**src/rtl/acc_alu_pkg.sv**
```systemverilog
package acc_alu_pkg;
  localparam int OPW = 4;

  typedef enum logic [OPW-1:0] {
    OP_ADD = 4'd0,
    OP_SUB = 4'd1,
    OP_MUL = 4'd2,
    OP_AND = 4'd3,
    OP_ORR = 4'd4,
    OP_EOR = 4'd5,
    OP_BIC = 4'd6,
    OP_MOV = 4'd7,
    OP_NEG = 4'd8,
    OP_SLT = 4'd9,
    OP_SHA = 4'd10
  } alu_op_e;
endpackage

```
**src/rtl/alu_arith.sv**
```systemverilog
module alu_arith #(
  parameter int W = 16
) (
  input  logic [W-1:0] rd,
  input  logic [W-1:0] op2,
  output logic [W-1:0] sum,
  output logic [W-1:0] diff,
  output logic [W-1:0] neg,
  output logic [W-1:0] prod,
  output logic [W-1:0] lt_word
);
  logic lt;

  // Wrapping arithmetic: results are truncated to W bits
  always_comb begin
    sum  = rd + op2;
    diff = rd - op2;
    neg  = '0 - op2;
    prod = rd * op2;
  end

  // Signed compare gives a 0/1 word
  assign lt      = $signed(rd) < $signed(op2);
  assign lt_word = {{(W-1){1'b0}}, lt};
endmodule

```
**src/rtl/alu_logic.sv**
```systemverilog
module alu_logic #(
  parameter int W = 16
) (
  input  logic [W-1:0] rd,
  input  logic [W-1:0] op2,
  output logic [W-1:0] and_v,
  output logic [W-1:0] or_v,
  output logic [W-1:0] xor_v,
  output logic [W-1:0] bic_v
);
  // One bit slice per position
  for (genvar b = 0; b < W; b++) begin : g_bit
    assign and_v[b] = rd[b] & op2[b];
    assign or_v[b]  = rd[b] | op2[b];
    assign xor_v[b] = rd[b] ^ op2[b];
    assign bic_v[b] = rd[b] & ~op2[b];
  end
endmodule

```
**src/rtl/alu_shift.sv**
```systemverilog
module alu_shift #(
  parameter int W = 16
) (
  input  logic [W-1:0] rd,
  input  logic [W-1:0] amt,
  output logic [W-1:0] shv
);
  localparam int SW = $clog2(W);

  logic          go_right;
  logic [W-1:0]  mag;
  logic          too_far;
  logic          sgn;
  logic [W-1:0]  lstage [SW+1];
  logic [W-1:0]  rstage [SW+1];

  // The sign of amt picks the direction; the magnitude is the count
  assign go_right = amt[W-1];
  assign mag      = go_right ? ('0 - amt) : amt;
  assign too_far  = |mag[W-1:SW];
  assign sgn      = rd[W-1];

  assign lstage[0] = rd;
  assign rstage[0] = rd;

  // Log-depth barrel stages, one per bit of the count
  for (genvar g = 0; g < SW; g++) begin : g_stage
    localparam int STEP = 2 ** g;
    assign lstage[g+1] = mag[g] ? {lstage[g][W-1-STEP:0], {STEP{1'b0}}} : lstage[g];
    assign rstage[g+1] = mag[g] ? {{STEP{sgn}}, rstage[g][W-1:STEP]} : rstage[g];
  end

  // A count of W or more saturates: 0 to the left, sign fill to the right
  always_comb begin
    if (go_right) shv = too_far ? {W{sgn}} : rstage[SW];
    else          shv = too_far ? '0       : lstage[SW];
  end
endmodule

```
**src/rtl/acc_alu16.sv**
```systemverilog
module acc_alu16 #(
  parameter int W = 16
) (
  input  logic [3:0]   op_sel,
  input  logic [W-1:0] rd_val,
  input  logic [W-1:0] op2_val,
  output logic [W-1:0] result,
  output logic         is_zero
);
  import acc_alu_pkg::*;

  logic [W-1:0] sum_v, diff_v, neg_v, prod_v, lt_v;
  logic [W-1:0] and_v, or_v, xor_v, bic_v;
  logic [W-1:0] sh_v;

  alu_arith #(.W(W)) u_arith (
    .rd(rd_val), .op2(op2_val),
    .sum(sum_v), .diff(diff_v), .neg(neg_v), .prod(prod_v), .lt_word(lt_v)
  );

  alu_logic #(.W(W)) u_logic (
    .rd(rd_val), .op2(op2_val),
    .and_v(and_v), .or_v(or_v), .xor_v(xor_v), .bic_v(bic_v)
  );

  alu_shift #(.W(W)) u_shift (
    .rd(rd_val), .amt(op2_val), .shv(sh_v)
  );

  // Result select; unassigned codes give 0
  always_comb begin
    unique case (alu_op_e'(op_sel))
      OP_ADD:  result = sum_v;
      OP_SUB:  result = diff_v;
      OP_MUL:  result = prod_v;
      OP_AND:  result = and_v;
      OP_ORR:  result = or_v;
      OP_EOR:  result = xor_v;
      OP_BIC:  result = bic_v;
      OP_MOV:  result = op2_val;
      OP_NEG:  result = neg_v;
      OP_SLT:  result = lt_v;
      OP_SHA:  result = sh_v;
      default: result = '0;
    endcase
  end

  // Zero indicator for the flag-setting path
  assign is_zero = (result == '0);

  // Cross-unit consistency checks
  always_comb begin
    a_r1_sub_undoes_add: assert (diff_v + op2_val == rd_val)
      else $error("R1: subtract path disagrees with operands");
    a_r3_xor_identity: assert (xor_v == (or_v & ~and_v))
      else $error("R3: xor differs from or-and-not-and");
    a_r3_bic_identity: assert (bic_v == (rd_val ^ and_v))
      else $error("R3: bit-clear differs from rd xor and");
    a_r4_neg_cancels: assert (neg_v + op2_val == '0)
      else $error("R4: negation does not cancel op2");
    a_r5_slt_boolean: assert (lt_v[W-1:1] == '0)
      else $error("R5: compare produced more than one bit");
    if (op2_val == '0) begin
      a_r8_zero_shift: assert (sh_v == rd_val)
        else $error("R8: zero shift changed rd");
    end
    if (op2_val[W-1]) begin
      a_r7_sign_kept: assert (sh_v[W-1] == rd_val[W-1])
        else $error("R7: right shift lost sign");
    end
  end
endmodule

```
**config.mk**
```make
export PLATFORM = sky130hd
export DESIGN_NAME = acc_alu16
export DESIGN_NICKNAME = d
export VERILOG_FILES = /design/src/rtl/acc_alu_pkg.sv /design/src/rtl/alu_arith.sv /design/src/rtl/alu_logic.sv /design/src/rtl/alu_shift.sv /design/src/rtl/acc_alu16.sv
export SDC_FILE = /design/constraint.sdc
export NUM_CORES = 1
export LEC_CHECK = 0
export CORE_ASPECT_RATIO = 1.1
export CORE_MARGIN = 4
export CORE_UTILIZATION = 30
export DETAILED_ROUTE_END_ITERATION = 7
export DONT_BUFFER_PORTS = 1
export GPL_ROUTABILITY_DRIVEN = 0
export GPL_TIMING_DRIVEN = 1
export PLACE_DENSITY = 0.48
export SLEW_MARGIN = 20
export SYNTH_ARGS = -nofsm -noshare
export SYNTH_HDL_FRONTEND = slang
export SYNTH_SLANG_ARGS = --single-unit
```
**constraint.sdc**
```tcl
create_clock -name vclk -period 8.7
set_input_delay 0.435 -clock vclk [all_inputs]
set_output_delay 0.435 -clock vclk [all_outputs]
set_load 0.01 [all_outputs]
```
==> impl_metrics.yaml <==
place:
  io_buffer_count: 0
  dp_hpwl_microns: 31120
  place_area_sq_mm: 0.009134
  pre_cts_slack_ns: 1.463
min_path:
  min_from: "rd_val[1]"
  hp-class: "in -> out"
yosys:
  yosysTopAreaCell: "fa_1"
  synthTopCellsByArea: "fa_1 (18%), ha_1 (14%), inv_1 (6.5%)"
  netlist_instances: 1261
  ys_types: 70
  avgSynthCellArea_sq_um: 7.044
  muxShareOfSynthArea: 0.06733
  synth_commonest_cells: "inv_1 (153), nor2_1 (149), nand2_1 (141)"
  ys_warn_count: 0
  synthAdderAreaFrac: 0.3248
  synth-simple-area-share: 0.2245
  seq_area_frac_synth: 0
  synth_top_family_by_area: "adder cells"
  netlist_area_sq_mm: 0.008882
  synth_nets: 1479
  synth-compound-area-share: 0.2217
  synth_top_area_frac: 0.1826
  synth_xor_area_frac: 0.05719
  synth_most_common_cell: "inv_1"
floorplan:
  row_count: 65
  io_pins: 53
  dieArea_sq_mm: 0.03243
  core_area_sq_mm: 0.02895
  dieHeight_microns: 188.5
  start_util: 0.3068
  die_width_microns: 172.1
final_layout:
  syn2layout_area_growth_pct: 2.831
  design.seq.count: 0
  final_nets: 1410
  layout-drive-gt1-share: 0.03782
  diodes: 0
  regArea_sq_um: 0
  nClkBuffers: 0
  final_area_sq_mm: 0.009134
critical_path:
  arrival_ns: 6.86
  worstSetupStartpointType: "primary input"
  timing.critical_path.to: "is_zero"
  crit_slowest_cell: "fa_1"
  critPathCaptureType: "primary output"
  worstSetupPathType: "in -> out"
  crit_start: "op2_val[2]"
  cp_top_family: "adder cells"
  crit_path_frequent_cell: "inv_1"
  cp.required_ns: 8.27
  cp.depth: 25
  cp_max_fo: 24
  cp_slowest_stage_delay_ns: 0.54
  worst-path-buf-inv: 7
routing:
  via_count: 9420
  avgViaCountPerCell: 6.046
  drtAntennaViolNets: 0
  drt_first_pass_iters: 7
  wire_per_inst_microns: 25.68
  drtIter0Drc: 898
  drc_errors: 0
  drt_wl_total_microns: 40010
global_route:
  gr-usage-all-layers: 0.2402
  grt_pass1_wl_microns: 59800
  grt_busiest_layer: "met2"
  grt_max_degree: 60
  grt_pass1_vias: 9169
  met2_usage: 0.3671
  globalRoute.totalOverflow: 0
  grt_antenna_before_repair: 0
  grt_util_met3: 0.04952
  use_met1: 0.3384
sta:
  max_freq_mhz: 137.1
  tightestPinTransition_ns: 0.9676
  rsz0062_at_grt: "no"
  finalWorstSetupSlack_ns: 1.408
  holdWs_ns: 1.248
  maxSlewViolCount: 0
  slew_headroom: 0.3467
  hold_viol_final: 0
  finalSetupViolCount: 0
  setup_tns_ns: 0
  fin_crit_sh: 0.8381
  min_period_ns: 7.292
cts:
  cts-resized-gates: 0
  postCtsSetupBuffers: 0
  holdBufCountCts: 0
pwr:
  comb_power_share: 1.000
  power_density_mw_per_mm2: 194.5
  max-vdd-ir-drop_mv: 0.1429
  swShare: 0.6231
  leakage_nw: 3.993
  seq_power_share: 0
  p_switching_mw: 1.107
  p_clk_frac: 0
  intPower_mw: 0.6694
outcome:
  outcome: "finished clean"
job:
  cap_violations: 0
layout by cell type, fill, tap and decap left out, types with 6 or more instances in the layout:
cell type and instances:
fa_1 81, o311ai_0 6, o21a_1 7, or4_1 7, a211o_1 8, mux2i_1 25
a211oi_1 11, buf_4 11, or3_1 14, a31oi_1 13, nor2_1 149, xor2_1 10
ha_1 101, o31ai_1 13, a21oi_1 65, nor2b_1 9, a221oi_1 8, nor4_1 9
inv_1 153, and2_1 6, nand2_1 141, nand2b_1 13, nand4_1 9, xnor2_1 47
nor3_1 37, o22ai_1 10, a21o_1 10, clkinv_1 9, a221o_1 7, o211ai_1 18
mux4_2 13, o21ai_0 66, a22oi_1 7, nand3_1 26
kinds of logic (layout without fill, tap and decap cells):
family	count (synthesis)	after routing
buffers and inverters	246	175
AO/OA/AOI/OAI	294	294
AND/OR/NAND/NOR	438	438
XOR/XNOR	58	58
multiplexers	43	43
adder cells (fa/ha/maj)	182	182
stage by stage:
stage               power [mW]  instances  utilization
floorplan                1.199       1261            -
global placement         1.760       1558       0.3155
detailed placement       1.748       1558       0.3155
CTS                      1.770       1558       0.3155
global route             1.946       1558       0.3155
finish                   1.776       1558       0.3155
worst min-delay path by stage:
| stage | endpoint | slack [ns] | depth (start not counted) |
|---|---|---|---|
| 2_1_floorplan | result[0] | 1.13 | 3 |
| 3_3_place_gp | result[1] | 1.22 | 3 |
| 3_5_place_dp | result[1] | 1.21 | 3 |
| 4_1_cts | result[1] | 1.21 | 3 |
| 5_1_grt | result[1] | 1.25 | 3 |
| 6_report | result[1] | 1.25 | 3 |
layer usage:
layer / wire length, microns / up-vias / part of all wire
met3: 3962 / 107 / 0.099
met2: 17310 / 544 / 0.43
met4: 1817 / 0 / 0.045
met5: 0 / - / 0
li1: - / 4198 / -
met1: 16930 / 4571 / 0.42
power groups by stage:
| stage | Combinational [mW] | Sequential (mW) | Clock, mW |
|---|---|---|---|
| 2_1_floorplan | 1.20 | 0 | 0 |
| 5_1_grt | 1.95 | 0 | 0 |
| 6_report | 1.78 | 0 | 0 |
| 4_1_cts | 1.77 | 0 | 0 |
| 3_3_place_gp | 1.76 | 0 | 0 |
| 3_5_place_dp | 1.75 | 0 | 0 |
cell type report:
cell class | count | area (sq um)
inverter | 164 | 615.6
tap | 368 | 460.4
multi-input combinational | 1015 | 7975
fill | 3220 | 19820
timing repair buffer | 11 | 82.58
tightest hold or removal path, stage by stage:
cell	delay, ns
a211oi_1	0.07
o31ai_1	0.10
or3_1	0.19
(Power assumes the default switching activity.)
